--- src/rtl/rtc_pkg.sv ---
package rtc_pkg;

  typedef struct packed {
    logic [7:0] yr;
    logic [4:0] mon;
    logic [5:0] day;
    logic [5:0] hr;
    logic [6:0] min;
    logic [6:0] sec;
  } rtc_time_t;

  localparam rtc_time_t RTC_RESET_TIME = '{yr: 8'h00, mon: 5'h01, day: 6'h01,
                                           hr: 6'h00, min: 7'h00, sec: 7'h00};

  function automatic logic [7:0] bcd_inc(input logic [7:0] v);
    logic [7:0] r;
    if (v[3:0] == 4'd9) r = {v[7:4] + 4'd1, 4'd0};
    else                r = {v[7:4], v[3:0] + 4'd1};
    return r;
  endfunction

  function automatic logic is_leap(input logic [7:0] yr);
    logic r;
    if (!yr[4]) r = (yr[3:0] == 4'd0) || (yr[3:0] == 4'd4) || (yr[3:0] == 4'd8);
    else        r = (yr[3:0] == 4'd2) || (yr[3:0] == 4'd6);
    return r;
  endfunction

  function automatic logic [5:0] last_day(input logic [4:0] mon, input logic [7:0] yr);
    logic [5:0] r;
    case (mon)
      5'h02:                      r = is_leap(yr) ? 6'h29 : 6'h28;
      5'h04, 5'h06, 5'h09, 5'h11: r = 6'h30;
      default:                    r = 6'h31;
    endcase
    return r;
  endfunction

  function automatic rtc_time_t rtc_next(input rtc_time_t t);
    rtc_time_t n;
    logic [7:0] tmp;
    n = t;
    if (t.sec == 7'h59) begin
      n.sec = 7'h00;
      if (t.min == 7'h59) begin
        n.min = 7'h00;
        if (t.hr == 6'h23) begin
          n.hr = 6'h00;
          if (t.day == last_day(t.mon, t.yr)) begin
            n.day = 6'h01;
            if (t.mon == 5'h12) begin
              n.mon = 5'h01;
              if (t.yr == 8'h99) n.yr = 8'h00;
              else               n.yr = bcd_inc(t.yr);
            end else begin
              tmp   = bcd_inc({3'b000, t.mon});
              n.mon = tmp[4:0];
            end
          end else begin
            tmp   = bcd_inc({2'b00, t.day});
            n.day = tmp[5:0];
          end
        end else begin
          tmp  = bcd_inc({2'b00, t.hr});
          n.hr = tmp[5:0];
        end
      end else begin
        tmp   = bcd_inc({1'b0, t.min});
        n.min = tmp[6:0];
      end
    end else begin
      tmp   = bcd_inc({1'b0, t.sec});
      n.sec = tmp[6:0];
    end
    return n;
  endfunction

endpackage

--- src/rtl/rtc_prescaler.sv ---
module rtc_prescaler #(
  parameter int TICKS_PER_SEC = 32768
) (
  input  logic       clk,
  input  logic       rst_sn,
  input  logic       osc_tick,
  input  logic       run,
  input  logic       clear,
  input  logic       cal_sign,
  input  logic [4:0] cal_mag,
  output logic       sec_pulse
);
  localparam int CNT_W = $clog2(TICKS_PER_SEC + 32) + 1;
  localparam logic [CNT_W-1:0] NOMINAL = CNT_W'(TICKS_PER_SEC);

  logic [CNT_W-1:0] cnt_q, cnt_d;
  logic [CNT_W-1:0] period;
  logic [CNT_W-1:0] mag_ext;
  logic             step;

  assign mag_ext = {{(CNT_W-5){1'b0}}, cal_mag};

  always_comb begin
    if (cal_sign) period = (mag_ext >= NOMINAL) ? CNT_W'(1) : NOMINAL - mag_ext;
    else          period = NOMINAL + mag_ext;
  end

  assign step      = osc_tick & run;
  assign sec_pulse = step & (cnt_q >= period - CNT_W'(1));

  always_comb begin
    cnt_d = cnt_q;
    if (clear)          cnt_d = '0;
    else if (sec_pulse) cnt_d = '0;
    else if (step)      cnt_d = cnt_q + CNT_W'(1);
  end

  always_ff @(posedge clk or negedge rst_sn) begin
    if (!rst_sn) cnt_q <= '0;
    else         cnt_q <= cnt_d;
  end
endmodule

--- src/rtl/rtc_osc_monitor.sv ---
module rtc_osc_monitor #(
  parameter int FAIL_CYCLES = 250000
) (
  input  logic clk,
  input  logic rst_sn,
  input  logic osc_tick,
  input  logic run,
  output logic fail_pulse
);
  localparam int CNT_W = $clog2(FAIL_CYCLES + 1);
  localparam logic [CNT_W-1:0] LIMIT = CNT_W'(FAIL_CYCLES - 1);

  logic [CNT_W-1:0] cnt_q, cnt_d;

  assign fail_pulse = run & ~osc_tick & (cnt_q == LIMIT);

  always_comb begin
    cnt_d = cnt_q;
    if (!run || osc_tick) cnt_d = '0;
    else if (fail_pulse)  cnt_d = '0;
    else                  cnt_d = cnt_q + CNT_W'(1);
  end

  always_ff @(posedge clk or negedge rst_sn) begin
    if (!rst_sn) cnt_q <= '0;
    else         cnt_q <= cnt_d;
  end
endmodule

--- src/rtl/rtc_calendar.sv ---
module rtc_calendar
  import rtc_pkg::*;
(
  input  logic      clk,
  input  logic      rst_sn,
  input  logic      sec_pulse,
  input  logic      load,
  input  rtc_time_t load_val,
  input  logic      revert,
  output rtc_time_t cur,
  output rtc_time_t nxt,
  output rtc_time_t base
);
  rtc_time_t cur_d, base_d;

  assign nxt = rtc_next(cur);

  always_comb begin
    cur_d  = cur;
    base_d = base;
    if (load) begin
      cur_d  = load_val;
      base_d = load_val;
    end else if (revert) begin
      cur_d = base;
    end else if (sec_pulse) begin
      cur_d = nxt;
    end
  end

  always_ff @(posedge clk or negedge rst_sn) begin
    if (!rst_sn) begin
      cur  <= RTC_RESET_TIME;
      base <= RTC_RESET_TIME;
    end else begin
      cur  <= cur_d;
      base <= base_d;
    end
  end
endmodule

--- src/rtl/rtc_alarm_match.sv ---
module rtc_alarm_match
  import rtc_pkg::*;
#(
  parameter int N_FIELDS = 4
) (
  input  logic [N_FIELDS-1:0][7:0] alarm_regs,
  input  rtc_time_t                t,
  output logic                     hit
);
  logic [N_FIELDS-1:0][6:0] fval;
  logic [N_FIELDS-1:0]      fmatch;

  always_comb begin
    fval    = '0;
    fval[0] = t.sec;
    fval[1] = t.min;
    fval[2] = {1'b0, t.hr};
    fval[3] = {1'b0, t.day};
  end

  for (genvar g = 0; g < N_FIELDS; g++) begin : g_field
    assign fmatch[g] = alarm_regs[g][7] | (alarm_regs[g][6:0] == fval[g]);
  end

  assign hit = &fmatch;
endmodule

--- src/rtl/rtc_bcd_clock.sv ---
module rtc_bcd_clock
  import rtc_pkg::*;
#(
  parameter int ADDR_W        = 20,
  parameter int TICKS_PER_SEC = 32768,
  parameter int FAIL_CYCLES   = 250000
) (
  input  logic              clk,
  input  logic              rst_n,
  input  logic              osc_tick,
  input  logic              bus_en,
  input  logic              bus_wr,
  input  logic [ADDR_W-1:0] bus_addr,
  input  logic [7:0]        bus_wdata,
  output logic [7:0]        bus_rdata,
  output logic              alarm_flag,
  output logic              osc_fail
);
  localparam int N_ALARM = 4;
  localparam int UPPER_W = ADDR_W - 4;

  // reset: asserted asynchronously, released on a clock edge
  logic [1:0] rst_q;
  logic       rst_sn;
  always_ff @(posedge clk or negedge rst_n) begin
    if (!rst_n) rst_q <= 2'b00;
    else        rst_q <= {rst_q[0], 1'b1};
  end
  assign rst_sn = rst_q[1];

  // window decode
  logic       win_hit, acc, wr_hit, commit;
  logic [3:0] off;
  assign win_hit = &bus_addr[ADDR_W-1:4];
  assign off     = bus_addr[3:0];
  assign acc     = bus_en & win_hit;
  assign wr_hit  = acc & bus_wr;

  // state
  logic                     acc_q;
  logic [N_ALARM-1:0][7:0]  alarm_q, alarm_d;
  logic                     stop_q, stop_d;
  logic                     aflag_q, aflag_d;
  logic                     fflag_q, fflag_d;
  logic [5:0]               cal_q, cal_d;
  rtc_time_t                snap_q, snap_d;
  rtc_time_t                pend_q, pend_d;
  logic                     dirty_q, dirty_d;

  rtc_time_t live, live_nxt, base;
  logic      sec_pulse, fail_pulse, alarm_match, alarm_set;

  assign commit = acc_q & ~acc & dirty_q;

  rtc_prescaler #(.TICKS_PER_SEC(TICKS_PER_SEC)) u_presc (
    .clk       (clk),
    .rst_sn    (rst_sn),
    .osc_tick  (osc_tick),
    .run       (~stop_q),
    .clear     (commit),
    .cal_sign  (cal_q[5]),
    .cal_mag   (cal_q[4:0]),
    .sec_pulse (sec_pulse)
  );

  rtc_osc_monitor #(.FAIL_CYCLES(FAIL_CYCLES)) u_mon (
    .clk        (clk),
    .rst_sn     (rst_sn),
    .osc_tick   (osc_tick),
    .run        (~stop_q),
    .fail_pulse (fail_pulse)
  );

  rtc_calendar u_cal (
    .clk       (clk),
    .rst_sn    (rst_sn),
    .sec_pulse (sec_pulse),
    .load      (commit),
    .load_val  (pend_q),
    .revert    (fail_pulse),
    .cur       (live),
    .nxt       (live_nxt),
    .base      (base)
  );

  rtc_alarm_match #(.N_FIELDS(N_ALARM)) u_alarm (
    .alarm_regs (alarm_q),
    .t          (live_nxt),
    .hit        (alarm_match)
  );

  assign alarm_set = sec_pulse & ~commit & alarm_match;

  // next state
  always_comb begin
    snap_d  = acc ? snap_q : live;
    pend_d  = pend_q;
    dirty_d = dirty_q;
    alarm_d = alarm_q;
    stop_d  = stop_q;
    aflag_d = aflag_q;
    fflag_d = fflag_q;
    cal_d   = cal_q;

    if (!acc) begin
      pend_d  = live;
      dirty_d = 1'b0;
    end

    if (wr_hit) begin
      case (off)
        4'd0:  begin pend_d.sec = bus_wdata[6:0]; dirty_d = 1'b1; end
        4'd1:  begin pend_d.min = bus_wdata[6:0]; dirty_d = 1'b1; end
        4'd2:  begin pend_d.hr  = bus_wdata[5:0]; dirty_d = 1'b1; end
        4'd3:  begin pend_d.day = bus_wdata[5:0]; dirty_d = 1'b1; end
        4'd4:  begin pend_d.mon = bus_wdata[4:0]; dirty_d = 1'b1; end
        4'd5:  begin pend_d.yr  = bus_wdata;      dirty_d = 1'b1; end
        4'd6:  alarm_d[0] = bus_wdata;
        4'd7:  alarm_d[1] = bus_wdata;
        4'd8:  alarm_d[2] = bus_wdata;
        4'd9:  alarm_d[3] = bus_wdata;
        4'd10: begin
          stop_d = bus_wdata[7];
          if (!bus_wdata[1]) aflag_d = 1'b0;
          if (!bus_wdata[0]) fflag_d = 1'b0;
        end
        4'd11: cal_d = bus_wdata[5:0];
        default: ;
      endcase
    end

    if (alarm_set)  aflag_d = 1'b1;
    if (fail_pulse) fflag_d = 1'b1;
  end

  // registers
  always_ff @(posedge clk or negedge rst_sn) begin
    if (!rst_sn) begin
      acc_q   <= 1'b0;
      alarm_q <= '0;
      stop_q  <= 1'b0;
      aflag_q <= 1'b0;
      fflag_q <= 1'b0;
      cal_q   <= '0;
      snap_q  <= RTC_RESET_TIME;
      pend_q  <= RTC_RESET_TIME;
      dirty_q <= 1'b0;
    end else begin
      acc_q   <= acc;
      alarm_q <= alarm_d;
      stop_q  <= stop_d;
      aflag_q <= aflag_d;
      fflag_q <= fflag_d;
      cal_q   <= cal_d;
      snap_q  <= snap_d;
      pend_q  <= pend_d;
      dirty_q <= dirty_d;
    end
  end

  // read path
  always_comb begin
    bus_rdata = 8'h00;
    if (acc) begin
      case (off)
        4'd0:  bus_rdata = {1'b0, snap_q.sec};
        4'd1:  bus_rdata = {1'b0, snap_q.min};
        4'd2:  bus_rdata = {2'b00, snap_q.hr};
        4'd3:  bus_rdata = {2'b00, snap_q.day};
        4'd4:  bus_rdata = {3'b000, snap_q.mon};
        4'd5:  bus_rdata = snap_q.yr;
        4'd6:  bus_rdata = alarm_q[0];
        4'd7:  bus_rdata = alarm_q[1];
        4'd8:  bus_rdata = alarm_q[2];
        4'd9:  bus_rdata = alarm_q[3];
        4'd10: bus_rdata = {stop_q, 5'b00000, aflag_q, fflag_q};
        4'd11: bus_rdata = {2'b00, cal_q};
        default: bus_rdata = 8'h00;
      endcase
    end
  end

  assign alarm_flag = aflag_q;
  assign osc_fail   = fflag_q;

  logic unused_upper;
  assign unused_upper = ^UPPER_W;
endmodule

--- config.mk ---
export PLATFORM = sky130hd
export DESIGN_NAME = rtc_bcd_clock
export DESIGN_NICKNAME = d
export VERILOG_FILES = /design/src/rtl/rtc_pkg.sv /design/src/rtl/rtc_prescaler.sv /design/src/rtl/rtc_osc_monitor.sv /design/src/rtl/rtc_calendar.sv /design/src/rtl/rtc_alarm_match.sv /design/src/rtl/rtc_bcd_clock.sv
export SDC_FILE = /design/constraint.sdc
export NUM_CORES = 1
export LEC_CHECK = 0
export CELL_PAD_IN_SITES_DETAIL_PLACEMENT = 1
export CELL_PAD_IN_SITES_GLOBAL_PLACEMENT = 1
export CORE_ASPECT_RATIO = 1.5
export CORE_UTILIZATION = 50
export CTS_BUF_LIST = sky130_fd_sc_hd__clkbuf_4 sky130_fd_sc_hd__clkbuf_8
export DETAILED_ROUTE_END_ITERATION = 6
export PLACE_DENSITY = 0.8
export SYNTH_ARGS = -nofsm -noshare
export SYNTH_HDL_FRONTEND = slang
export SYNTH_SLANG_ARGS = --single-unit
--- constraint.sdc ---
create_clock -name clk -period 22 [get_ports clk]
set_clock_uncertainty 0.15 [all_clocks]
set_input_delay 2.2 -clock clk [delete_from_list [all_inputs] [get_ports clk]]
set_output_delay 2.2 -clock clk [all_outputs]
set_load 0.03 [all_outputs]
==> flow_metrics.tcl, run 1 <==
set metrics [dict create \
    rsz0062_at_grt "false" \
    fill_cells 3087 \
    syn_inst 1511 \
    grt_max_degree 72 \
    cts_tree "yes" \
    finalHoldViolCount 0 \
    r2r_cells 16 \
    cts.sinks 236 \
    synthMuxAreaShare_pct 8.64 \
    area_growth_pct 11.5 \
    intPower_mw 0.877 \
    drt-pass1-iter-count 5 \
    p_sw_mw 0.443 \
    coreArea_mm2 0.0265 \
    yosysWarnings 0 \
    clkTransAtPathRegs_ns 0.05 \
    initial_core_util_pct 50.9 \
    die_w_um 136 \
    drt_iter0_markers 584 \
    final-setup-viol-count 0 \
    crit_required_ns 19.65 \
    cts-resized-gates 0 \
    hp-start "rst_q[0]" \
    relSlewSlack_pct 24.4 \
    num_rows 73 \
    antenna_found_initial 0 \
    post_cts_buffers 0 \
    status "finished, final reports clean" \
    rr_startpoint "cal_q[1]" \
    synth-edff-count 0 \
    p_seq_share_pct 44.9 \
    path_max_fanout 22 \
    die_h_um 203 \
    track_usage_pct 34.3 \
    multiInputGateArea_mm2 0.00710 \
    cap_violations 0 \
    whs_path_depth 0 \
    power_mw 1.32 \
    cts-hold-fix-buffers 0 \
    synth_fa_ha_area_share_pct 3.16 \
    final_cell_mix "325 x nand2_1, 227 x dfrtp_1, 109 x nor2_1, 85 x o21ai_0, 66 x a21oi_1" \
    overflow 0 \
    io_pins 43 \
    grt_pass1_vias 12594 \
    gp_congestion 0.923 \
    synth_cell_types 78 \
    drc 0 \
    path_class "in -> out" \
    area.sequential_mm2 0.00592 \
    r2r-end "u_cal.cur[17]" \
    holdCritPathClass "reg -> reg" \
    grt_pass1_wl_um 71500 \
    async_flop_share_pct 100 \
    worst_skew_pair.late_latency_ns 0.58 \
    portBuffers 42 \
    powerDensity_mw_per_mm2 87.8 \
    tns_ns 0 \
    ir_drop_v 0.0000630 \
    p_sw_share_pct 33.5 \
    rrSetupSlack_ns 16.76 \
    post-route-util_pct 56.7 \
    period_share_pct 34.4 \
    crit_arrival_ns 5.22 \
    syn_avg_cell_area_um2 8.92 \
    min_period_ns 7.57 \
    synth_area_mm2 0.0135 \
    ant_nets 0 \
    slew_viol_final 0 \
    synth_area_leaders "dfrtp_1 42%, nand2_1 9.1%, mux2_2 4.1%" \
    drt_wl_total_um 45600 \
    h-tree-depth 2 \
    worst_pin_slew_ns 1.12 \
    yosysTopAreaCell "dfrtp_1" \
    max_freq_mhz 132 \
    synth_top_area_share_pct 42.3 \
    ys_seq_area_share_pct 43.9 \
    final_common_cell "nand2_1" \
    end_kind "output port" \
    p_comb_share_pct 20.9 \
    ys_ff_latch 236 \
    nNetsFinal 1590 \
    synth_top_family_by_area "simple AND/OR/NAND/NOR gates" \
    post-dp-hpwl_um 32000 \
    numCtsBuffers 40 \
    leakage_nw 6.83 \
    clock_power_share_pct 34.2 \
    final_layout_size_suffix_gt1_share_pct 11.0 \
    viasPerCell 6.24 \
    ys.flop_type "dfrtp_1" \
    hold-path-endpoint "rst_q[1]" \
    synth_simple_gate_area_share_pct 22.4 \
    synthXorXnorAreaFrac_pct 3.12 \
    num_vias 11806 \
    cts_root_buffer "clkbuf_8" \
    clockBufferDepth 3 \
    synth_compound_area_share_pct 15.2 \
    die_area_mm2 0.0276 \
    cp-start-kind "input port" \
    drt-wirelength-per-cell_um 24.1 \
]
synth_stat cells, types with 5 or more instances:
| library cell | n |
|---|---|
| a221oi_1 | 7 |
| clkbuf_1 | 54 |
| nand2b_1 | 17 |
| a22o_1 | 8 |
| nor4_1 | 11 |
| o211ai_1 | 24 |
| nor2b_1 | 16 |
| a31oi_1 | 24 |
| o31ai_1 | 5 |
| a21oi_1 | 66 |
| dfrtp_1 | 228 |
| buf_1 | 14 |
| ha_1 | 34 |
| a32o_1 | 6 |
| o21ai_0 | 85 |
| nand2_1 | 325 |
| nand3b_1 | 7 |
| o21ai_1 | 15 |
| a22oi_1 | 10 |
| and2_1 | 8 |
| xor2_1 | 22 |
| nor3b_1 | 6 |
| mux2_2 | 49 |
| nor2_1 | 109 |
| a2bb2oi_1 | 5 |
| inv_1 | 25 |
| nand4_1 | 20 |
| nor3_1 | 31 |
| nand3_1 | 45 |
| o21a_1 | 9 |
| buf_2 | 21 |
| dfstp_2 | 8 |
| mux2i_1 | 53 |
| a211oi_1 | 5 |
| xnor2_1 | 26 |
| or3_1 | 9 |
| and3_1 | 18 |
layer usage:
metal  GRT usage (%)  up-vias  part of all wire, %
li1                -     5387                    -
met1            37.0     5975                   37
met2            61.4      299                   52
met3            5.47      145                  3.9
met4            21.6        0                  6.5
met5               0        -                    0
cell families (layout without fill, tap and decap cells):
group | count (synthesis) | in the layout
compound gates | 315 | 315
xor+xnor | 48 | 48
fa+ha+maj | 34 | 34
buf+inv | 118 | 161
flops | 236 | 236
mux | 108 | 108
other cells | 1 | 3
simple gates | 651 | 651
layout make-up:
| cell class | instances | area share, % |
|---|---|---|
| Clock buffer | 66 | 5.46 |
| Sequential cell | 236 | 39.4 |
| Inverter | 25 | 0.625 |
| Clock inverter | 8 | 0.633 |
| Tap cell | 337 | 2.81 |
| Multi-Input combinational cell | 1158 | 47.3 |
| Timing Repair Buffer | 62 | 3.80 |
| Antenna cell | 1 | 0.0167 |
state kept, by name, indices dropped and copies added, names as in the netlist:
name           cells
alarm_q           32
u_cal.cur         39
alarm_flag         1
snap_q            39
stop_q             1
dirty_q            1
osc_fail           1
u_cal.base        39
rst_q              2
pend_q            39
u_presc.cnt_q     17
acc_q              1
cal_q              6
u_mon.cnt_q       18
metrics by stage:
step / hold slack [ns] / setup slack [ns] / cell area [um2] / cells
global placement: 0.194 / 14.49 / 14100 / 1818
finish: 0.205 / 14.43 / 15000 / 1893
CTS: 0.211 / 14.47 / 15000 / 1892
detailed placement: 0.187 / 14.47 / 14100 / 1818
global route: 0.222 / 14.28 / 15000 / 1892
floorplan: 0.181 / 14.80 / 13500 / 1512
worst max-delay path: stages:
cell and delay, ns:
clkdlybuf4s50_1 0.45, buf_4 0.28, inv_1 0.18, nor2_1 0.60, a22o_1 0.23, a32o_1 0.17, a221oi_1 0.06, o22a_1 0.23
nor2_1 0.09, clkdlybuf4s50_1 0.71
power groups by stage:
stage	sequential (mW)	combinational, mW	clock [mW]
final	0.593	0.276	0.451
after floorplan	0.555	0.211	0
after global placement	0.594	0.259	0
after global routing	0.600	0.308	0.475
after CTS	0.590	0.275	0.459
after detailed placement	0.597	0.273	0
worst max path at each step:
| stage | startpoint | endpoint | slack [ns] | cells past startpoint |
|---|---|---|---|---|
| after CTS | bus_addr[3] | bus_rdata[3] | 14.47 | 10 |
| after global routing | bus_addr[3] | bus_rdata[3] | 14.28 | 10 |
| after floorplan | rst_q[1] | acc_q | 14.80 | 0 |
| final | bus_addr[3] | bus_rdata[3] | 14.43 | 10 |
| after global placement | bus_addr[3] | bus_rdata[3] | 14.49 | 10 |
| after detailed placement | bus_addr[3] | bus_rdata[3] | 14.47 | 10 |
Note: power is estimated with default switching activity, not from simulation.
==> run 2, diff against run 1 <==
--- a/config.mk
+++ b/config.mk
@@ -8,10 +8,10 @@
 export CELL_PAD_IN_SITES_DETAIL_PLACEMENT = 1
 export CELL_PAD_IN_SITES_GLOBAL_PLACEMENT = 1
 export CORE_ASPECT_RATIO = 1.5
-export CORE_UTILIZATION = 50
+export CORE_UTILIZATION = 45
 export CTS_BUF_LIST = sky130_fd_sc_hd__clkbuf_4 sky130_fd_sc_hd__clkbuf_8
 export DETAILED_ROUTE_END_ITERATION = 6
-export PLACE_DENSITY = 0.8
+export PLACE_DENSITY = 0.76
 export SYNTH_ARGS = -nofsm -noshare
 export SYNTH_HDL_FRONTEND = slang
 export SYNTH_SLANG_ARGS = --single-unit
==> constraint.sdc (replaced) <==
create_clock -name clk -period 6.4 [get_ports clk]
set_clock_uncertainty 0.15 [all_clocks]
set_input_delay 0.64 -clock clk [delete_from_list [all_inputs] [get_ports clk]]
set_output_delay 0.64 -clock clk [all_outputs]
set_load 0.03 [all_outputs]
==> run 2 against run 1 <==
  * Non-clock buffer count unchanged
  * Worst setup slack worse by 13 ns
  * Register-to-register slack worse by 16 ns
  * Combinational power rose to 3.4 times the previous value
  * Die area up 11%
  * Sequential share of layout area down 0.18 points
  * Cell count up 3.0%
  * Critical endpoint is now u_cal.cur[8]
  * Largest cell class unchanged
==> flow_metrics.tcl, run 2 (same netlist as run 1, synthesis figures left out) <==
set metrics [dict create \
    clock_power_share_pct 34.2 \
    max_freq_mhz 192 \
    initial_core_util_pct 45.7 \
    fill_cells 3430 \
    worst_pin_slew_ns 1.16 \
    finalHoldViolCount 0 \
    final_common_cell "nand2_1" \
    path_class "reg -> reg" \
    grt_pass1_wl_um 70900 \
    post_cts_buffers 0 \
    p_sw_share_pct 33.5 \
    final_layout_size_suffix_gt1_share_pct 11.0 \
    area_growth_pct 12.0 \
    io_pins 43 \
    rsz0062_at_grt "false" \
    path_max_fanout 28 \
    crit_buf_inv 2 \
    die_w_um 143 \
    num_vias 11754 \
    worst_skew_pair.late_latency_ns 0.59 \
    nNetsFinal 1590 \
    intPower_mw 2.99 \
    viasPerCell 6.03 \
    leakage_nw 6.84 \
    ant_nets 0 \
    numCtsBuffers 40 \
    relSlewSlack_pct 22.6 \
    cts_tree "yes" \
    setup_ws_ns 1.19 \
    cap_violations 0 \
    status "finished, final reports clean" \
    dp_slack_ns 1.22 \
    h-tree-depth 2 \
    track_usage_pct 30.2 \
    whs_ns 0.0424 \
    drt-wirelength-per-cell_um 22.8 \
    end_kind "flip-flop" \
    drt_wl_total_um 44500 \
    min_period_ns 5.21 \
    die_h_um 214 \
    tns_ns 0 \
    ir_drop_v 0.000247 \
    p_seq_share_pct 44.9 \
    crit_arrival_ns 5.56 \
    n_antenna_cell 0 \
    die_area_mm2 0.0307 \
    stdcell_count 1950 \
    cts-resized-gates 0 \
    clkTransAtPathRegs_ns 0.06 \
    cpPeakStageDelay_ns 0.52 \
    drt-pass1-iter-count 5 \
    cp_top_family "simple AND/OR/NAND/NOR gates" \
    grt_max_degree 143 \
    period_share_pct 81.4 \
    cts_root_buffer "clkbuf_8" \
    powerDensity_mw_per_mm2 298 \
    coreArea_mm2 0.0295 \
    gp_congestion 0.896 \
    clockBufferDepth 3 \
    drc 0 \
    cts-hold-fix-buffers 0 \
    num_rows 77 \
    post-dp-hpwl_um 30800 \
    cp_cell_sequence "inv_1 > ha_1 > nor3b_1 > ha_1 > mux2i_1 > nand3_1 > nor2_1 > a21oi_1 > ha_1 > nand4_1 > or4_1 > a21oi_1 > nor2_1 > a21oi_2 > nand2b_2 > buf_4 > nor2_1 > a31oi_1" \
    portBuffers 42 \
    p_comb_share_pct 20.9 \
    crit_required_ns 6.75 \
    final_cell_mix "325 x nand2_1, 227 x dfrtp_1, 109 x nor2_1, 85 x o21ai_0, 66 x a21oi_1" \
    final-setup-viol-count 0 \
    drt_iter0_markers 618 \
    antenna_found_initial 0 \
    placed_cells 1876 \
    slew_viol_final 0 \
    p_sw_mw 1.51 \
    overflow 0 \
    cp_slowest_cell "nand2b_2" \
    cts.sinks 236 \
    cp-start-kind "flip-flop" \
    holdCritPathClass "reg -> async" \
    grt_pass1_vias 12574 \
]
[run 2: power groups by stage]
stage / clock network, mW / logic [mW] / registers, mW
floorplan: 0 / 0.724 / 1.91
global placement: 0 / 0.896 / 2.03
detailed placement: 0 / 0.935 / 2.04
CTS: 1.57 / 0.943 / 2.01
global route: 1.63 / 1.06 / 2.05
finish: 1.54 / 0.939 / 2.02
[run 2: final timing paths]
kind / start / to / slack [ns] / depth (start not counted)
min in group clk: rst_q[0] / rst_q[1] / 0.21 / 0
setup reg to reg: cal_q[0] / u_cal.cur[8] / 1.19 / 18
max in group asynchronous: rst_q[1] / u_cal.base[32] / 4.77 / 1
setup / recovery: cal_q[0] / u_cal.cur[8] / 1.19 / 18
hold reg to reg: rst_q[1] / u_cal.cur[7] / 0.04 / 0
hold / removal: rst_q[1] / u_cal.cur[7] / 0.04 / 0
[run 2: area by class of cell]
cell class	count	area (um2)	area share, %
Clock inverter	10	111	0.738
Timing Repair Buffer	62	583	3.86
Tap cell	395	494	3.27
Inverter	25	93.8	0.622
Sequential cell	236	5920	39.2
Multi-Input combinational cell	1158	7100	47.1
Clock buffer	64	787	5.21
[run 2: metal layers]
layer  GRT usage, %  wire length [um]  vias up
met3           4.41              1690      148
li1               -                 -     5375
met4           17.5              2710        0
met1           35.0             17800     5962
met5              0                 0        -
met2           52.4             22300      269
[run 2: worst reg2reg max path: cells and delay by family (launching register included)]
kind | cells | cell delay (ns)
adder cells (fa/ha/maj) | 3 | 0.85
AND/OR/NAND/NOR | 8 | 2.01
AO/OA/AOI/OAI | 4 | 0.93
flip-flops | 1 | 0.45
buffers and inverters | 2 | 0.51
multiplexers | 1 | 0.23
[run 2: stage by stage]
step / cell area (um2) / utilization (%) / total power [mW]
after CTS: 15100 / 51.2 / 4.52
after global placement: 14200 / 48.1 / 2.92
final: 15100 / 51.2 / 4.50
after floorplan: 13500 / - / 2.63
after global routing: 15100 / 51.2 / 4.74
after detailed placement: 14200 / 48.1 / 2.97
==> run 3, diff against run 2 <==
==> constraint.sdc (replaced) <==
create_clock -name clk -period 4.6 [get_ports clk]
set_clock_uncertainty 0.15 [all_clocks]
set_input_delay 0.46 -clock clk [delete_from_list [all_inputs] [get_ports clk]]
set_output_delay 0.46 -clock clk [all_outputs]
set_load 0.03 [all_outputs]
==> run 3 against run 2 <==
  * Worst setup slack worse by 0.84 ns
  * First-iteration DRC count rose by 0.16%
  * Die area unchanged
  * Core utilization rose by 0.60 points
  * Critical path type unchanged
  * Combinational power rose by 44%
  * Critical endpoint is now u_cal.cur[31]
  * Largest cell class unchanged
==> flow_metrics.tcl, run 3 (same netlist as run 1, synthesis figures left out) <==
set metrics [dict create \
    ir_drop_v 0.000270 \
    num_vias 11969 \
    cp-start-kind "flip-flop" \
    area.sequential_mm2 0.00592 \
    r2r-end "u_cal.cur[31]" \
    crit_arrival_ns 4.56 \
    cp_slowest_cell "or4_1" \
    num_rows 77 \
    finalHoldViolCount 0 \
    r2r_cells 18 \
    grt_pass1_wl_um 72500 \
    io_pins 43 \
    die_area_mm2 0.0307 \
    drt-pass1-iter-count 5 \
    holdCritPathClass "reg -> async" \
    cp_cell_sequence "inv_1 > ha_1 > nor3b_1 > ha_1 > mux2i_2 > nand3_2 > nor2_4 > a21oi_1 > ha_1 > nand4_1 > or4_1 > a21oi_1 > nor2_1 > a21oi_2 > buf_4 > nand3_1 > and2_2 > mux2_1" \
    end_kind "flip-flop" \
    ant_nets 0 \
    cts_tree "yes" \
    clkTransAtPathRegs_ns 0.06 \
    min_period_ns 4.25 \
    cts.sinks 236 \
    powerDensity_mw_per_mm2 404 \
    antenna_found_initial 0 \
    die_h_um 214 \
    track_usage_pct 31.0 \
    final_common_cell "nand2_1" \
    path_max_fanout 8 \
    gp_congestion 0.897 \
    grt_pass1_vias 12893 \
    place_area_mm2 0.0144 \
    rrSetupSlack_ns 0.35 \
    setup_ws_ns 0.345 \
    dp_slack_ns 0.0607 \
    nNetsFinal 1613 \
    coreArea_mm2 0.0295 \
    rr_startpoint "cal_q[1]" \
    post-dp-hpwl_um 31800 \
    final_cell_mix "325 x nand2_1, 227 x dfrtp_1, 107 x nor2_1, 85 x o21ai_0, 65 x a21oi_1" \
    relSlewSlack_pct 31.2 \
    multiInputGateArea_mm2 0.00712 \
    n_antenna_cell 0 \
    worst_pin_slew_ns 1.03 \
    final-setup-viol-count 0 \
    overflow 0 \
    path_class "reg -> reg" \
    crit_required_ns 4.91 \
    initial_core_util_pct 45.7 \
    leakage_nw 6.94 \
    status "finished, final reports clean" \
    final_layout_size_suffix_gt1_share_pct 12.4 \
    grt_max_degree 136 \
    rsz0062_at_grt "false" \
    fin_area_mm2 0.0153 \
    cpPeakStageDelay_ns 0.49 \
    fill_cells 3514 \
    portBuffers 42 \
    drc 0 \
    drt_wl_total_um 45400 \
    drt_iter0_markers 619 \
    tns_ns 0 \
    area_growth_pct 13.3 \
    h-tree-depth 2 \
    post-route-util_pct 51.8 \
    slew_viol_final 0 \
    period_share_pct 92.5 \
    numCtsBuffers 41 \
    cap_violations 0 \
    critPathMostFrequentCell "ha_1" \
    max_freq_mhz 235 \
    drt-wirelength-per-cell_um 23.0 \
    clockBufferDepth 3 \
    cts_root_buffer "clkbuf_8" \
    worst_skew_pair.late_latency_ns 0.60 \
    viasPerCell 6.08 \
    die_w_um 143 \
]
==> run 3: timing repair <==
action | CTS | global route
hold buffers | 1 | 0
hold endpoints to repair | 2 | 0
buffers inserted | 0 | 1
gates resized for setup | 0 | 8
endpoints found under the setup margin | 0 | 51
==> run 3: worst max-delay path by stage <==
stage	cells past startpoint	end	slack (ns)	start
final	18	u_cal.cur[31]	0.35	cal_q[1]
after global placement	18	u_cal.cur[34]	0.19	cal_q[1]
after floorplan	18	u_cal.cur[31]	0.53	cal_q[0]
after detailed placement	18	u_presc.cnt_q[6]	0.06	cal_q[1]
after global routing	18	u_cal.cur[31]	0.02	cal_q[1]
after CTS	18	u_presc.cnt_q[6]	0.05	cal_q[1]
==> run 3: area by class of cell <==
cell class	instances	share of cell area, %
timing repair buffer	84	5.16
clock buffer	62	5.18
sequential	236	38.8
multi-input combinational	1158	46.7
inverter	25	0.615
tap	395	3.24
clock inverter	9	0.385
==> run 3: through the flow <==
step / hold WS (ns) / total power [mW] / std cells
2_1_floorplan: 0.0144 / 3.66 / 1512
3_3_place_gp: 0.0716 / 4.08 / 1896
4_1_cts: 0.0839 / 6.19 / 1968
5_1_grt: 0.0932 / 6.49 / 1969
6_report: 0.0702 / 6.16 / 1969
3_5_place_dp: 0.0759 / 4.15 / 1896
==> run 3: routing by layer <==
layer,part of all wire (%),up-vias,track usage [%]
li1,-,5419,-
met3,3.9,136,4.45
met2,51,312,54.2
met4,5.6,0,17.2
met1,39,6102,35.8
met5,0,-,0
==> run 3: where the power goes <==
part	internal [mW]	total, mW	switching [mW]	leakage, nW
combinational	0.569	1.35	0.778	3.52
sequential	2.40	2.80	0.402	2.97
clock	1.10	2.01	0.914	0.454
==> run 3: critical path: cells and delay by family (launching register included) <==
family | cells | cell delay [ns]
adder cells (fa/ha/maj) | 3 | 0.77
AO/OA/AOI/OAI | 3 | 0.38
flip-flops | 1 | 0.41
AND/OR/NAND/NOR | 8 | 1.60
multiplexers | 2 | 0.54
buffers and inverters | 2 | 0.29
